[config.mk]
export PLATFORM = sky130hd
export DESIGN_NAME = lane_sat_alu
export DESIGN_NICKNAME = d
export VERILOG_FILES = /design/src/rtl/lsa_pkg.sv /design/src/rtl/lsa_clamp.sv /design/src/rtl/lsa_lane.sv /design/src/rtl/lane_sat_alu.sv
export SDC_FILE = /design/constraint.sdc
export NUM_CORES = 1
export LEC_CHECK = 0
export BUFFER_PORTS_ARGS = -buffer_cell sky130_fd_sc_hd__buf_2
export CORE_MARGIN = 1.5
export CORE_UTILIZATION = 62
export DETAILED_ROUTE_END_ITERATION = 16
export GPL_ROUTABILITY_DRIVEN = 0
export PLACE_DENSITY_LB_ADDON = 0.2
export SYNTH_ARGS = -nofsm -noshare
export SYNTH_HDL_FRONTEND = slang
export SYNTH_SLANG_ARGS = --single-unit
[constraint.sdc]
create_clock -name clk -period 0.8 [get_ports clk]
set_input_delay 0.16 -clock clk [delete_from_list [all_inputs] [get_ports clk]]
set_output_delay 0.16 -clock clk [all_outputs]
set_load 0.02 [all_outputs]
[src/rtl/lsa_pkg.sv]
package lsa_pkg;
    typedef enum logic [2:0] {
        OP_ADD_SS  = 3'd0,
        OP_SUB_SS  = 3'd1,
        OP_ADD_US  = 3'd2,
        OP_SUB_US  = 3'd3,
        OP_AVG     = 3'd4,
        OP_SHL_ADD = 3'd5,
        OP_SHR_ADD = 3'd6,
        OP_NONE    = 3'd7
    } lsa_op_e;
endpackage

[src/rtl/lsa_clamp.sv]
// Saturates a wide signed value to OUT_W bits, signed or unsigned range.
module lsa_clamp #(
    parameter int IN_W  = 21,
    parameter int OUT_W = 16
) (
    input  logic [IN_W-1:0]  wide,
    input  logic             uns_mode,
    output logic [OUT_W-1:0] sat
);
    logic               neg;
    logic [IN_W-OUT_W:0]  hi_s;
    logic [IN_W-OUT_W-1:0] hi_u;
    logic               fits_s;
    logic               fits_u;

    always_comb begin
        neg    = wide[IN_W-1];
        hi_s   = wide[IN_W-1:OUT_W-1];
        hi_u   = wide[IN_W-1:OUT_W];
        fits_s = (hi_s == '0) || (hi_s == '1);
        fits_u = (hi_u == '0);
        if (uns_mode) begin
            if (neg)          sat = '0;
            else if (!fits_u) sat = '1;
            else              sat = wide[OUT_W-1:0];
        end else begin
            if (fits_s)       sat = wide[OUT_W-1:0];
            else if (neg)     sat = {1'b1, {(OUT_W-1){1'b0}}};
            else              sat = {1'b0, {(OUT_W-1){1'b1}}};
        end
    end
endmodule

[src/rtl/lsa_lane.sv]
// One lane: exact wide arithmetic followed by a shared clamp.
module lsa_lane
    import lsa_pkg::*;
#(
    parameter int LANE_W = 16,
    parameter int SH_W   = 2,
    parameter int EXT_W  = 21
) (
    input  logic [LANE_W-1:0] a,
    input  logic [LANE_W-1:0] b,
    input  lsa_op_e           op,
    input  logic [SH_W-1:0]   sh,
    output logic [LANE_W-1:0] res
);
    logic signed [EXT_W-1:0] sa, sb, za, zb;
    logic signed [EXT_W-1:0] wide;
    logic                    uns;
    logic                    is_avg;
    logic                    op_ok;
    logic [LANE_W-1:0]       sat;
    logic [LANE_W-1:0]       avg;

    always_comb begin
        sa     = {{(EXT_W-LANE_W){a[LANE_W-1]}}, a};
        sb     = {{(EXT_W-LANE_W){b[LANE_W-1]}}, b};
        za     = {{(EXT_W-LANE_W){1'b0}}, a};
        zb     = {{(EXT_W-LANE_W){1'b0}}, b};
        wide   = '0;
        uns    = 1'b0;
        is_avg = 1'b0;
        op_ok  = 1'b1;
        case (op)
            OP_ADD_SS:  wide = sa + sb;
            OP_SUB_SS:  wide = sa - sb;
            OP_ADD_US:  begin wide = za + sb; uns = 1'b1; end
            OP_SUB_US:  begin wide = za - sb; uns = 1'b1; end
            OP_AVG:     begin wide = za + zb; is_avg = 1'b1; end
            OP_SHL_ADD: wide = (sa <<< sh) + sb;
            OP_SHR_ADD: wide = (sa >>> sh) + sb;
            default:    op_ok = 1'b0;
        endcase
    end

    lsa_clamp #(.IN_W(EXT_W), .OUT_W(LANE_W)) u_clamp (
        .wide     (wide),
        .uns_mode (uns),
        .sat      (sat)
    );

    always_comb begin
        avg = wide[LANE_W:1] | {{(LANE_W-1){1'b0}}, wide[0]};
        if (!op_ok)      res = '0;
        else if (is_avg) res = avg;
        else             res = sat;
    end
endmodule

[src/rtl/lane_sat_alu.sv]
module lane_sat_alu
    import lsa_pkg::*;
#(
    parameter int LANES   = 4,
    parameter int LANE_W  = 16,
    parameter int SH_W    = 2,
    parameter int REG_OUT = 1
) (
    input  logic                     clk,
    input  logic                     rst_n,
    input  logic                     in_valid,
    input  logic [2:0]               opcode,
    input  logic [LANES*LANE_W-1:0]  op_a,
    input  logic [LANES*LANE_W-1:0]  op_b,
    input  logic [SH_W-1:0]          shamt,
    output logic                     out_valid,
    output logic [LANES*LANE_W-1:0]  result
);
    localparam int DATA_W = LANES * LANE_W;
    localparam int EXT_W  = LANE_W + (1 << SH_W) + 1;

    lsa_op_e           op_sel;
    logic [DATA_W-1:0] comb_res;

    assign op_sel = lsa_op_e'(opcode);

    for (genvar i = 0; i < LANES; i++) begin : g_lane
        lsa_lane #(.LANE_W(LANE_W), .SH_W(SH_W), .EXT_W(EXT_W)) u_lane (
            .a   (op_a[i*LANE_W +: LANE_W]),
            .b   (op_b[i*LANE_W +: LANE_W]),
            .op  (op_sel),
            .sh  (shamt),
            .res (comb_res[i*LANE_W +: LANE_W])
        );
    end

    typedef struct packed {
        logic              vld;
        logic [DATA_W-1:0] res;
    } stage_t;

    if (REG_OUT != 0) begin : g_reg
        stage_t stage_d, stage_q;

        always_comb begin
            stage_d     = stage_q;
            stage_d.vld = in_valid;
            stage_d.res = comb_res;
        end

        always_ff @(posedge clk or negedge rst_n) begin
            if (!rst_n) stage_q <= '0;
            else        stage_q <= stage_d;
        end

        assign out_valid = stage_q.vld;
        assign result    = stage_q.res;
    end else begin : g_comb
        assign out_valid = in_valid;
        assign result    = comb_res;
    end
endmodule

==> results.yml, run 1 <==
synthesis:
  synth_edf_count: 0
  seq_area_frac_synth_pct: 9.09
  ys_ff_latch: 65
  yosysWarnings: 0
  synth.largest_area_cell: "ha_1"
  netlist_area_sq_um: 17900
  synthFlopType: "dfrtp_1"
  synth_nets: 2916
  syn_avg_cell_area_sq_um: 6.99
  syn_inst: 2560
  synth_top_area_share_pct: 14.5
  ys_types: 109
  synth_area_leaders: "ha_1 15%, dfrtp_1 9.1%, a21oi_1 7.3%"
  async_flop_share_pct: 100
floorplanning:
  die_w_um: 173
  num_rows: 62
  fp.dieH_um: 173
  start_util_pct: 62.7
  ios: 201
global_routing:
  grt_max_degree: 37
  grt_use_total_pct: 96.4
  overflow: 986
  grt_pass1_wl_um: 229000
  grt_pass1_vias: 36700
cts:
  clock_path_buffers: 2
  cts_inserted_buffers: 9
  cts_max_level: 3
  root_buffer: "clkbuf_16"
  cts_sinks: 65
placed_design:
  io_buffer_count: 200
  dpl.cell_count: 3816
  place_hpwl_um: 69900
run_status:
  status: "aborted with a tool error"
  stop_stage: "5_1_grt"
  error: "[ERROR GRT-0116] Global routing finished with congestion. Check the congestion regions in the DRC Viewer."
-- cells in the mapped netlist (24+ instances only) --
cell        n
a21o_1     51
o21bai_1   24
a221oi_1   47
ha_1      208
dfrtp_1    65
nor3_1     44
o21ai_0   186
nand3_1    72
o22ai_1    45
inv_1     152
a211oi_1   49
a21oi_1   261
nor2_1    275
o211ai_1   37
nand2b_1   39
a22oi_1    31
o21a_1     24
clkbuf_1  110
xor2_1     28
nand2_1   228
o221ai_1   25
a31oi_1    35
o21ai_1    25
xnor2_1    40
nor2b_1    38
-- per-layer routing --
metal / overflow / GRT usage (%)
met5: 7 / 74.2
met4: 291 / 102
met3: 21 / 86.9
met2: 619 / 109
met1: 48 / 92.0
-- per-stage QoR --
step	cell area [sq um]	setup slack, ps	util, %	setup TNS, ps	hold WS [ps]
2_1_floorplan	18200	-3420	-	-205910	-136
3_3_place_gp	25300	-3410	88.5	-211090	18.5
3_5_place_dp	25300	-3750	88.5	-232190	20.0
4_1_cts	26600	-3190	93.3	-209750	173
-- cell families after synthesis --
group | Yosys count | synth area share (%)
AOI/OAI and AO/OA | 1020 | 38.5
xor gates and xnor gates | 68 | 3.33
adders and majority gates | 221 | 15.9
buffers and inverters | 313 | 6.97
DFF | 65 | 9.09
muxes | 64 | 5.15
and+or+nand+nor | 809 | 21.0
-- repair_timing --
item	in CTS
hold buffers	2
buffers inserted	43
gates cloned	6
hold endpoints to repair	66
resized for setup	170
endpoints found under the setup margin	129
pin swaps	61
==> run 2: changes to the inputs <==
- CORE_UTILIZATION: 62 -> 40
- PLACE_DENSITY_LB_ADDON: 0.2 -> 0.15
==> results.yml, run 2 <==
run_status:
  status: "complete, but fails checks"
  violations: "negative setup slack"
global_routing:
  grt_max_degree: 38
  grt_pass1_vias: 24000
  grt_use_total_pct: 35.0
  overflow: 0
  grt_pass1_wl_um: 129000
  grt_antenna_before_repair: 0
job:
  max_cap_viol_count: 0
sta:
  maxSlewHeadroom_pct: 46.6
  setup_tns_ps: -210900
  fin_crit_ps: 3940
  hold_violations: 0
  tightest_slew_ps: 799
  slew_viol_final: 0
  min_period_over_period_pct: 492
  finalSetupViolCount: 129
  fmax_ghz: 0.254
  final.setup.worst_slack_ps: -3140
  rsz0062_at_grt: "yes"
floorplanning:
  fp.dieH_um: 214
  ios: 201
  core_sq_um: 44200
  die_w_um: 214
  start_util_pct: 40.5
  dieArea_sq_um: 46000
  num_rows: 77
power_and_ir_drop:
  p_leak_nw: 13.3
  peakVddDrop_v: 0.00133
  power_density_nw_per_um2: 1380
synthesis:
  ys_ff_latch: 65
  synth_area_leaders: "ha_1 15%, dfrtp_1 9.1%, a21oi_1 7.3%"
  synth_nets: 2916
  syn_inst: 2560
  synth.largest_area_cell: "ha_1"
  async_flop_share_pct: 100
  seq_area_frac_synth_pct: 9.09
  yosysMostFrequentCell: "nor2_1"
  syn_avg_cell_area_sq_um: 6.99
  synth_top_cells_by_count: "275 x nor2_1, 261 x a21oi_1, 228 x nand2_1, 208 x ha_1, 186 x o21ai_0"
  yosysWarnings: 0
  ys_types: 109
  netlist_area_sq_um: 17900
  synth_edf_count: 0
  synthFlopType: "dfrtp_1"
  synth_top_area_share_pct: 14.5
placed_design:
  io_buffer_count: 200
  place_hpwl_um: 66300
final_layout:
  drive_gt1_share_pct: 39.3
  final_cell_mix: "865 x buf_4, 266 x nor2_1, 236 x a21oi_1, 216 x nand2_1, 203 x ha_1"
  antenna_cells: 0
  fillers: 3897
  areaGrowthSynthToFinish_pct: 56.0
  mostFrequentLayoutCell: "buf_4"
  finalNetCount: 3880
  postLayoutCoreUtil_pct: 63.1
  largest_reg_flops: 64
critical_path:
  arrival_ps: 4210
  cp-endpoint: "result[14]"
  startpoint_type: "primary input"
  critical_path.startpoint: "opcode[1]"
  path_max_fanout: 10
  end_kind: "flop"
  required_ps: 1070
  crit_type: "in -> reg"
cts:
  clk_pin_slew_ps: 60
  cts_max_level: 3
  cts_inserted_buffers: 9
  cts_tree: "done"
  root_buffer: "clkbuf_16"
  clock_path_buffers: 2
  cts_sinks: 65
route:
  drc: 0
  num_vias: 24800
  via_per_inst: 6.01
  ant_nets: 0
  drt_iter0_drc: 2275
  avgRoutedWirePerCell_um: 20.3
  drt_wl_total_um: 83600
  firstDrtPassIters: 6
worst_hold_path:
  hold_path.class: "in -> async"
-- run 2: cell counts after synthesis --
No cell type changed its count.
-- run 2: worst min path at each step --
stage	startpoint	endpoint	cells past startpoint
4_1_cts	rst_n	out_valid	2
5_1_grt	rst_n	out_valid	2
6_report	rst_n	out_valid	2
3_3_place_gp	rst_n	out_valid	1
3_5_place_dp	rst_n	out_valid	1
2_1_floorplan	rst_n	out_valid	0
-- run 2: critical path: stages --
cell,delay [ps]
buf_8,80
inv_4,30
nor3_4,220
buf_6,160
buf_6,100
buf_12,100
buf_12,130
buf_12,130
buf_4,120
buf_12,130
a21oi_1,60
nor3_1,170
a21oi_1,70
ha_1,330
a21oi_1,320
nand2b_1,210
o21ai_4,220
o41ai_4,100
xnor2_2,210
a2bb2oi_2,190
o221ai_4,150
nor2_2,160
buf_4,130
and2_1,140
o31ai_1,70
a32o_1,260
-- run 2: timing repair --
item	in CTS	in global routing
endpoints found under the hold margin	66	0
setup endpoints to repair	129	129
pin swaps	64	75
buffers inserted	23	19
gates cloned	4	1
gates resized for setup	257	108
hold buffers	2	0
-- run 2: power breakdown --
group | switching (W) | internal [W]
Combinational | 0.0152 | 0.0140
Clock | 0.00182 | 0.00266
Sequential | 0.000647 | 0.00427
Total | 0.0177 | 0.0209
-- run 2: stage by stage --
step | setup WS (ps) | hold WS (ps) | cells | area (sq um) | total power [W]
after detailed placement | -3770 | -33.8 | 4057 | 25800 | 0.0299
final | -3140 | 113 | 4121 | 27900 | 0.0385
after CTS | -3050 | 95.5 | 4102 | 27300 | 0.0371
after floorplan | -3420 | -136 | 2560 | 18200 | 0.0183
after global routing | -3370 | 115 | 4121 | 27900 | 0.0407
after global placement | -3680 | -32.5 | 4057 | 25800 | 0.0294
-- run 2: routing by layer --
| metal | up-vias | wire length (um) | global-route usage, % |
|---|---|---|---|
| li1 | 11500 | - | - |
| met1 | 11700 | 34600 | 45.0 |
| met2 | 1233 | 38300 | 57.4 |
| met3 | 283 | 6520 | 4.21 |
| met4 | 0 | 4220 | 18.3 |
| met5 | - | 0 | 0 |
-- run 2: kinds of logic after synthesis --
logic type | after synthesis | share of synthesized area, %
flops | 65 | 9.09
fa+ha+maj | 221 | 15.9
simple gates | 809 | 21.0
buf+inv | 313 | 6.97
compound gates | 1020 | 38.5
xor+xnor | 68 | 3.33
mux | 64 | 5.15
-- run 2: cell type report --
cell class	count	area [sq um]	share of cell area (%)
inverter	156	592	2.12
tap	592	741	2.65
multi-input combinational	2185	16000	57.3
clock buffer	14	274	0.982
sequential	65	1630	5.83
clock inverter	2	35.0	0.125
timing repair buffer	1107	8650	31.0
(Power assumes the default switching activity.)
